[config.mk]
export PLATFORM = sky130hd
export DESIGN_NAME = edc64_pair
export DESIGN_NICKNAME = d
export VERILOG_FILES = /design/src/rtl/edc_pkg.sv /design/src/rtl/edc_parity.sv /design/src/rtl/edc_classify.sv /design/src/rtl/edc_slice.sv /design/src/rtl/edc64_pair.sv
export SDC_FILE = /design/constraint.sdc
export NUM_CORES = 1
export LEC_CHECK = 0
export BUFFER_PORTS_ARGS = -buffer_cell sky130_fd_sc_hd__buf_4
export CAP_MARGIN = 20
export CORE_MARGIN = 3
export CORE_UTILIZATION = 45
export CTS_CLUSTER_DIAMETER = 30
export DETAILED_ROUTE_END_ITERATION = 16
export GPL_ROUTABILITY_DRIVEN = 0
export PLACE_DENSITY = 0.69
export SYNTH_ARGS = -nofsm -noshare
export SYNTH_HDL_FRONTEND = slang
export SYNTH_SLANG_ARGS = --single-unit
[constraint.sdc]
create_clock -name clk -period 7.1 [get_ports clk]
set_input_delay 1.065 -clock clk [delete_from_list [all_inputs] [get_ports clk]]
set_output_delay 1.065 -clock clk [all_outputs]
set_load 0.01 [all_outputs]
[src/rtl/edc_pkg.sv]
package edc_pkg;
  localparam int CHK_W   = 8;
  localparam int SLICE_W = 32;

  function automatic int popcnt(input logic [CHK_W-1:0] v);
    int n;
    n = 0;
    for (int b = 0; b < CHK_W; b++) n += int'(v[b]);
    return n;
  endfunction

  // Column of data bit idx: weight-3 values ascending, then weight-5 values ascending.
  function automatic logic [CHK_W-1:0] col_of(input int idx);
    logic [CHK_W-1:0] r;
    int n;
    r = '0;
    n = 0;
    for (int w = 3; w <= 5; w += 2) begin
      for (int v = 0; v < (1 << CHK_W); v++) begin
        if (popcnt(CHK_W'(v)) == w) begin
          if (n == idx) r = CHK_W'(v);
          n++;
        end
      end
    end
    return r;
  endfunction
endpackage

[src/rtl/edc_parity.sv]
module edc_parity #(
  parameter int DW = edc_pkg::SLICE_W,
  localparam int CW = edc_pkg::CHK_W
) (
  input  logic                   upper_i,
  input  logic [DW-1:0]          data_i,
  output logic [DW-1:0][CW-1:0]  cols_o,
  output logic [CW-1:0]          par_o
);
  for (genvar j = 0; j < DW; j++) begin : g_col
    localparam logic [CW-1:0] C_LO = edc_pkg::col_of(j);
    localparam logic [CW-1:0] C_HI = edc_pkg::col_of(j + DW);
    assign cols_o[j] = upper_i ? C_HI : C_LO;
  end

  always_comb begin
    par_o = '0;
    for (int j = 0; j < DW; j++) begin
      if (data_i[j]) par_o = par_o ^ cols_o[j];
    end
  end
endmodule

[src/rtl/edc_classify.sv]
module edc_classify #(
  parameter int NCOL = 2 * edc_pkg::SLICE_W,
  localparam int CW = edc_pkg::CHK_W
) (
  input  logic [CW-1:0] syn_i,
  output logic          any_o,
  output logic          single_o
);
  logic [NCOL-1:0] hit;

  for (genvar i = 0; i < NCOL; i++) begin : g_hit
    localparam logic [CW-1:0] C = edc_pkg::col_of(i);
    assign hit[i] = (syn_i == C);
  end

  assign any_o    = |syn_i;
  assign single_o = (|hit) || (edc_pkg::popcnt(syn_i) == 1);
endmodule

[src/rtl/edc_slice.sv]
module edc_slice #(
  parameter int DW = edc_pkg::SLICE_W,
  localparam int CW = edc_pkg::CHK_W
) (
  input  logic          clk,
  input  logic          rst_n,
  input  logic [1:0]    role_i,
  input  logic          load_i,
  input  logic          gen_i,
  input  logic          corr_en_i,
  input  logic [DW-1:0] data_i,
  input  logic [CW-1:0] mem_cb_i,
  input  logic [CW-1:0] casc_i,
  output logic [CW-1:0] sc_o,
  output logic [DW-1:0] raw_o,
  output logic [DW-1:0] fixed_o,
  output logic          err_o,
  output logic          merr_o
);
  logic is_upper;
  logic [DW-1:0] din_q;
  logic [CW-1:0] cb_q;
  logic [DW-1:0][CW-1:0] cols;
  logic [CW-1:0] par;
  logic [CW-1:0] fix_syn;
  logic [DW-1:0] flip;
  logic any_err, single_err;

  assign is_upper = (role_i == 2'b11);

  always_ff @(posedge clk or negedge rst_n) begin
    if (!rst_n) begin
      din_q <= '0;
      cb_q  <= '0;
    end else if (load_i) begin
      din_q <= data_i;
      cb_q  <= mem_cb_i;
    end
  end

  edc_parity #(.DW(DW)) u_par (
    .upper_i (is_upper),
    .data_i  (din_q),
    .cols_o  (cols),
    .par_o   (par)
  );

  // Upper completes the code from the cascade; lower mixes in stored bits on reads.
  always_comb begin
    if (is_upper)   sc_o = par ^ casc_i;
    else if (gen_i) sc_o = par;
    else            sc_o = par ^ cb_q;
  end

  // Lower slice corrects with the syndrome fed back from the upper slice.
  assign fix_syn = is_upper ? sc_o : casc_i;

  edc_classify #(.NCOL(2 * DW)) u_cls (
    .syn_i    (fix_syn),
    .any_o    (any_err),
    .single_o (single_err)
  );

  assign err_o  = !gen_i && any_err;
  assign merr_o = !gen_i && any_err && !single_err;

  always_comb begin
    for (int j = 0; j < DW; j++) begin
      flip[j] = corr_en_i && !gen_i && (fix_syn == cols[j]);
    end
  end

  assign raw_o   = din_q;
  assign fixed_o = din_q ^ flip;


  flip_onehot_chk: assert property (@(posedge clk) disable iff (!rst_n)
    $onehot0(fixed_o ^ raw_o));
endmodule

[src/rtl/edc64_pair.sv]
module edc64_pair #(
  parameter int SLICE_W = edc_pkg::SLICE_W,
  localparam int WORD_W = 2 * SLICE_W,
  localparam int CW = edc_pkg::CHK_W
) (
  input  logic              clk,
  input  logic              rst_n,
  input  logic              load_i,
  input  logic              gen_mode_i,
  input  logic              correct_en_i,
  input  logic [WORD_W-1:0] data_i,
  input  logic [CW-1:0]     chk_i,
  output logic [WORD_W-1:0] data_o,
  output logic [CW-1:0]     chk_syn_o,
  output logic              err_o,
  output logic              multi_err_o
);
  logic [CW-1:0] sc_lo, sc_hi;
  logic [SLICE_W-1:0] raw_lo, raw_hi, fix_lo, fix_hi;
  logic err_lo, merr_lo, err_hi, merr_hi;
  logic [WORD_W-1:0] raw_word, fixed_word;
  logic [WORD_W-1:0] data_q;

  edc_slice #(.DW(SLICE_W)) u_lo (
    .clk(clk), .rst_n(rst_n), .role_i(2'b10), .load_i(load_i),
    .gen_i(gen_mode_i), .corr_en_i(correct_en_i),
    .data_i(data_i[SLICE_W-1:0]), .mem_cb_i(chk_i), .casc_i(sc_hi),
    .sc_o(sc_lo), .raw_o(raw_lo), .fixed_o(fix_lo),
    .err_o(err_lo), .merr_o(merr_lo)
  );

  edc_slice #(.DW(SLICE_W)) u_hi (
    .clk(clk), .rst_n(rst_n), .role_i(2'b11), .load_i(load_i),
    .gen_i(gen_mode_i), .corr_en_i(correct_en_i),
    .data_i(data_i[WORD_W-1:SLICE_W]), .mem_cb_i('0), .casc_i(sc_lo),
    .sc_o(sc_hi), .raw_o(raw_hi), .fixed_o(fix_hi),
    .err_o(err_hi), .merr_o(merr_hi)
  );

  assign raw_word   = {raw_hi, raw_lo};
  assign fixed_word = {fix_hi, fix_lo};

  always_ff @(posedge clk or negedge rst_n) begin
    if (!rst_n)          data_q <= '0;
    else if (!gen_mode_i) data_q <= fixed_word;
  end

  assign data_o      = data_q;
  assign chk_syn_o   = sc_hi;
  assign err_o       = err_hi;
  assign multi_err_o = merr_hi;


  gen_quiet_chk: assert property (@(posedge clk) disable iff (!rst_n)
    gen_mode_i |-> (!err_o && !multi_err_o));

  slices_agree_chk: assert property (@(posedge clk) disable iff (!rst_n)
    (err_lo == err_hi) && (merr_lo == merr_hi));

  multi_implies_err_chk: assert property (@(posedge clk) disable iff (!rst_n)
    multi_err_o |-> err_o);

  clean_pass_chk: assert property (@(posedge clk) disable iff (!rst_n)
    (!gen_mode_i && !err_o) |=> (data_o == $past(raw_word)));

  gen_hold_chk: assert property (@(posedge clk) disable iff (!rst_n)
    gen_mode_i |=> $stable(data_o));

  double_no_fix_chk: assert property (@(posedge clk) disable iff (!rst_n)
    multi_err_o |-> (fixed_word == raw_word));
endmodule

* Yosys cells after proc, flatten, opt, wreduce, memory -nomap -nowiden
Cells that the tools add are included.
Storage, ports and cells: input port bits 77, output and inout bits 74, logic and storage cells 279, register bits 136
Operators by class: bitwise gates (word level) 66, reduce and logical (&&, ||, !) cells 72, $add $sub $neg 7, mux-type cells 65, equality and inequality tests 65
Operators by type and width (number):
- 8-bit two-way mux | 22
- 8-bit equality test (second input constant) | 21
- 3-bit NOT | 54
- 8-bit by 7-bit equality test with 1-bit output (second input constant) | 17
- 8-bit by 6-bit equality test with 1-bit output (second input constant) | 15
- 7-bit two-way mux | 17
- 6-bit two-way mux | 15
- 1-bit logical AND | 67
- 64-bit OR reduction | 1
- 32-bit bitwise XOR | 2
- 8-bit by 5-bit equality test with 1-bit output (second input constant) | 7
- 5-bit NOT | 8
- 5-bit two-way mux | 7
- 8-bit by 4-bit equality test with 1-bit output (second input constant) | 3
- 4-bit two-way mux | 3
- 7-bit by 1-bit adder with 8-bit output | 1
- 8-bit by 1-bit equality test with 1-bit output (second input constant) | 1
- 8-bit by 3-bit equality test with 1-bit output (second input constant) | 1
- 8-bit OR reduction | 1
- 7-bit by 8-bit bitwise XOR with 8-bit output | 1
- 8-bit bitwise XOR | 1
- 6-bit by 1-bit adder with 7-bit output | 1
- 5-bit by 1-bit adder with 6-bit output | 1
- 4-bit by 1-bit adder with 5-bit output | 1
- 6 further kinds | 7

* Longest topological paths before layout
word-level depth 77, depth in mapped cells 19

* Modules after synthesis
Synthesis repeated with hierarchy kept, for this count alone.
Unflattened totals: cells, all modules 2568, area, all modules 25398.1 um2
By module, submodules not included:
- edc_slice | area an instance 7637.3 um2, cells an instance 747, times used 2, sequential area each 1001.0 um2
- edc_parity | area an instance 3189.3 um2, cells an instance 395, times used 2, sequential area each 0.0 um2
- edc64_pair | area an instance 2686.3 um2, cells an instance 137, times used 1, sequential area each 1601.5 um2
- edc_classify at u_hi.u_cls | area an instance 533.0 um2, cells an instance 74, times used 1, sequential area each 0.0 um2
- edc_classify at u_lo.u_cls | area an instance 525.5 um2, cells an instance 73, times used 1, sequential area each 0.0 um2

* Worst setup path after synthesis
No wires, ideal clock.
path kind input-to-output, start point input gen_mode_i, end point output multi_err_o, arrival time 5870 ps, cell stages on the path 17, path slack 165 ps, buffers on the path 1, cell sequence clkbuf_1 nor2b_1 xnor2_1 xnor2_1 xnor3_1 xnor2_1 fa_1 fa_1 fa_1 ha_1 inv_1 fa_1 mux2_2 a311oi_2 o311ai_1 or4_1 nor4_2
On the way: cells in the longest elaborated chain, start to end 13
Ends and longest elaborated chain:
- from (decl) | RTL line edc64_pair.sv:9 | input logic gen_mode_i,
- 8-bit two-way mux * | RTL line edc_slice.sv:51 | else if (gen_i) sc_o = par;
- 8-bit bitwise XOR * | RTL line edc_slice.sv:50 | if (is_upper) sc_o = par ^ casc_i;
- named net chk_syn_o[1] | RTL line edc64_pair.sv:14 | output logic [CW-1:0] chk_syn_o,
- 1-bit by 1-bit adder with 2-bit output
- 2-bit by 1-bit adder with 3-bit output
- 3-bit by 1-bit adder with 4-bit output
- 4-bit by 1-bit adder with 5-bit output
- 5-bit by 1-bit adder with 6-bit output
- 6-bit by 1-bit adder with 7-bit output
- 7-bit by 1-bit adder with 8-bit output
- 8-bit by 1-bit equality test with 1-bit output
- 1-bit logical OR
- 1-bit logical NOT | RTL line edc_slice.sv:65 | assign merr_o = !gen_i && any_err && !single_err;
- 1-bit logical AND * | RTL line edc_slice.sv:65
- to (decl) | RTL line edc64_pair.sv:16 | output logic multi_err_o
The timed path passes the listed nets; every way through them passes the cells marked *.

* Worst setup path after layout
start point register u_hi.din_q[24] (netlist: u_hi.raw_o[24]), end point output multi_err_o
On the way: cells in the longest elaborated chain, start to end 26
Ends and longest elaborated chain:
- from (decl) | RTL line edc_slice.sv:21 | logic [DW-1:0] din_q;
- from (signal assigned) | RTL line edc_slice.sv:36 | din_q <= data_i;
- 5-bit two-way mux * | RTL line edc_parity.sv:19 | if (data_i[j]) par_o = par_o ^ cols_o[j];
- 5-bit NOT (no line)
- 6-bit two-way mux * | RTL line edc_parity.sv:19
- 5-bit NOT (no line)
- 6-bit two-way mux * | RTL line edc_parity.sv:19
- 5-bit NOT (no line)
- 6-bit two-way mux * | RTL line edc_parity.sv:19
- 5-bit NOT (no line) / 6-bit two-way mux (equally long branches)
- [10 not listed]
- 4-bit by 1-bit adder with 5-bit output
- 5-bit by 1-bit adder with 6-bit output
- 6-bit by 1-bit adder with 7-bit output
- 7-bit by 1-bit adder with 8-bit output
- 8-bit by 1-bit equality test with 1-bit output
- 1-bit logical OR
- 1-bit logical NOT | RTL line edc_slice.sv:65
- 1-bit logical AND * | RTL line edc_slice.sv:65
Every way passes the cells marked *; elsewhere a longest branch is shown, timed or not.

==> summary.txt <==
Outcome
  – Status: finished clean

Clock network
  – CTS tree: built
  – Sink Count: 136
  – Num CTS Buffers: 17
  – Hold buffers post-CTS: 0
  – Root Buffer Master: clkbuf_16
  – Worst skew pair latency: between 0.4 and 0.5 ns
  – H-tree depth: 4
  – Clock transition at the registers of the reported paths: 0.06 ns
  – Maximum clock path buffer count: 2

Synthesis
  – Synth Net Count: 878
  – Synth top area share: 0.415
  – Synth Instances: 790
  – Distinct cell type count after synthesis: 50
  – Post-synthesis async set-or-reset flop share: 1.00
  – Ys Warns: 0
  – Most used DFF post-synth: dfrtp_1
  – Post-synthesis sequential area ratio: 0.415
  – Cell taking the most area after synthesis: dfrtp_1
  – Register bit count reported by yosys: roughly 140
  – Ranking of synthesized cells by area: dfrtp_1 41%, xnor2_1 16%, mux2_2 10%
  – Post-synth EDFFs: 0
  – Post-Syn Area per Cell: 10.4 sq um
  – Mapped cell area: 8210 sq um

Setup path
  – Worst Path Required: 6.03 ns
  – WS Path Type: reg -> out
  – Setup slack, reg-to-reg: around 3.0 ns
  – CP Launch Type: register
  – Worst-case reg-to-reg path depth: 14
  – CP Capture Type: primary output
  – CP startpoint: u_hi.raw_o[24]
  – FF-to-FF End: data_o[34]
  – CP max FO: 4
  – FF-to-FF Start: u_hi.raw_o[19]
  – Arr. time, crit path: a little under 6 ns
  – Critical Path Sink: multi_err_o

Place
  – Worst slack, placed: -0.0900 ns
  – Cells after DPL: approximately 1,100
  – Post-DP HPWL: 17.4 mm
  – Port Buf Inserts: 150

STA
  – Crit share post-route: 0.981
  – Relative max-transition margin: 0.356
  – Slew Viols, Final: 0
  – Worst slew pin tran: 0.966 ns
  – Post-layout min period: 6.97 ns
  – Skew final: 0.0164 ns
  – Max Clk Rate: 144 MHz
  – RSZ-0062 raised after global routing: true
  – Final hold violations: 0
  – Final TNS setup: 0 ns
  – Final setup violation count: 0
  – Worst hold slack: between 0.4 and 0.5 ns
  – Final WS setup: 0.131 ns

Routing
  – Iter 0 DRT Violations: 498
  – ANT nets after route: 0
  – First-pass iteration count of the detailed router: 5
  – Avg WL per Cell: 19.8 microns
  – DR vias: 6,283
  – DRC violation count after routing: 0
  – Routed vias/inst: 5.32
  – Total Wirelength: 23.4 mm

Floorplanning
  – I/O Pins: 151
  – Die Y: between 100 and 150 microns
  – Die extent in x: 141 microns
  – Rows: 48
  – Starting Density: 0.466
  – Area of the core: 17,600 sq um
  – Die area: 19,900 sq um

GRT
  – Number of global-route vias before repair: 6,267
  – Initial antenna violation count: 0
  – First-pass GRT wire length: approximately 37 mm
  – Largest net degree at the start of global routing: 76
  – Total track usage: 0.242
  – Total gr overflow: 0

Finish
  – N_diodes: 0
  – Share of layout cells above drive strength 1: 0.326
  – Fill cells: 1,538
  – Post-layout nets: between 1,000 and 1,500
  – Area grow syn2layout: 26.0%
  – Final std cells w/o fill: 1,181

Hold path
  – HP Class: reg -> reg
  – Hold_sp: data_o[8]

Flow run
  – Number of max-cap violations: 0
-- cell usage in the layout (no fill, tap or decap), types with 3 or more instances in the layout --
cell type	n
nor2_1	81
nand2_1	91
o21ai_0	68
nand3_1	10
xnor2_2	12
a22oi_1	3
xnor3_2	3
nor2b_1	9
a21oi_1	5
nor3_1	3
nand2b_1	5
o32ai_1	4
and2_1	5
bufinv_16	3
clkbuf_16	17
fa_1	3
inv_1	8
dfrtp_1	129
a31oi_1	6
dfrtp_2	7
xor2_1	21
xnor3_1	18
mux2_2	73
a211oi_1	3
xnor2_1	137
ha_1	6
buf_4	175
mux2i_1	3
or3_1	7
-- routing by layer --
metal  up-vias  routed length, microns  GRT usage
met2       289                   10700      0.367
met1      3023                   10500      0.348
li1       2931                       -          -
met5         -                       0          0
met4         0                     455     0.0745
met3        40                    1820     0.0526
-- flip-flops by register name (all words and copies together), names as in the netlist --
name        count
u_lo.raw_o     32
data_o         64
u_lo.cb_q       8
u_hi.raw_o     32
-- cell families (layout without fill, tap and decap cells) --
family                     count (synthesis)  after routing  share of synthesized area
AOI/OAI and AO/OA                         96             96                     0.0665
xor gates and xnor gates                 193            193                      0.247
adders and majority gates                 11             11                     0.0204
buffers and inverters                     52            218                     0.0268
DFF                                      136            136                      0.415
muxes                                     77             77                      0.105
and+or+nand+nor                          225            225                      0.119
-- worst max-delay path, cell delays in order (launching register included) --
cell and delay, ns:
dfrtp_1 0.45, xor2_1 0.20, xnor2_1 0.40, xnor3_2 0.49, xnor2_4 0.19, inv_2 0.06
fa_1 0.56, fa_1 0.45, fa_1 0.54, ha_2 0.19, inv_2 0.04, fa_2 0.34
mux2_4 0.28, a311oi_2 0.25, o311ai_1 0.14, or4_1 0.43, nor4_2 0.30, buf_4 0.16
-- worst min-delay path by stage --
stage	endpoint	slack, ns	cells after the start
6_report	data_o[8]	0.48	2
5_1_grt	data_o[6]	0.52	2
4_1_cts	data_o[8]	0.49	2
3_5_place_dp	data_o[8]	0.47	2
3_3_place_gp	data_o[8]	0.47	2
2_1_floorplan	u_lo.cb_q[1]	0.47	1
-- per-stage QoR --
step | cell area, sq um | util
after floorplan | 8210 | -
after global placement | 9550 | 0.543
after detailed placement | 9550 | 0.543
after CTS | 10200 | 0.579
after global routing | 10300 | 0.588
final | 10300 | 0.588
-- cells in the mapped netlist, types with 2 or more instances --
| cell type | n |
|---|---|
| clkbuf_1 | 32 |
| xnor2_2 | 2 |
| nor4_1 | 2 |
| and2_1 | 5 |
| xnor3_1 | 20 |
| fa_1 | 4 |
| xnor2_1 | 147 |
| and3_1 | 2 |
| buf_6 | 2 |
| a21oi_1 | 5 |
| nand2b_1 | 6 |
| buf_2 | 5 |
| dfrtp_1 | 136 |
| mux2i_1 | 3 |
| a22oi_1 | 3 |
| or2_2 | 2 |
| nand2_1 | 91 |
| nor3_1 | 3 |
| or3_1 | 7 |
| nand3_1 | 10 |
| a31oi_1 | 6 |
| o21ai_0 | 68 |
| inv_1 | 9 |
| nor2_1 | 81 |
| a211oi_1 | 3 |
| xor2_1 | 21 |
| o32ai_1 | 4 |
| ha_1 | 7 |
| nand4_1 | 2 |
| mux2_2 | 74 |
| nor2b_1 | 9 |
-- final cells by class --
class	instances	area [sq um]	area share
Tap cell	225	282	0.0272
Inverter	11	41.3	0.00399
Clock inverter	10	143	0.0138
Clock buffer	21	460	0.0445
Multi-Input combinational cell	602	4680	0.452
Timing Repair Buffer	176	1330	0.128
Sequential cell	136	3410	0.330
-- what timing repair did --
item | in CTS | in global routing
endpoints found under the hold margin | 0 | 0
gates resized for setup | 3 | 21
endpoints found under the setup margin | 1 | 1
pin swaps | 0 | 21
buffers inserted | 1 | 10
Power is left out: the tool's default activity adds up to more than one toggle a clock period on the data nets, which glitch-free logic cannot reach.
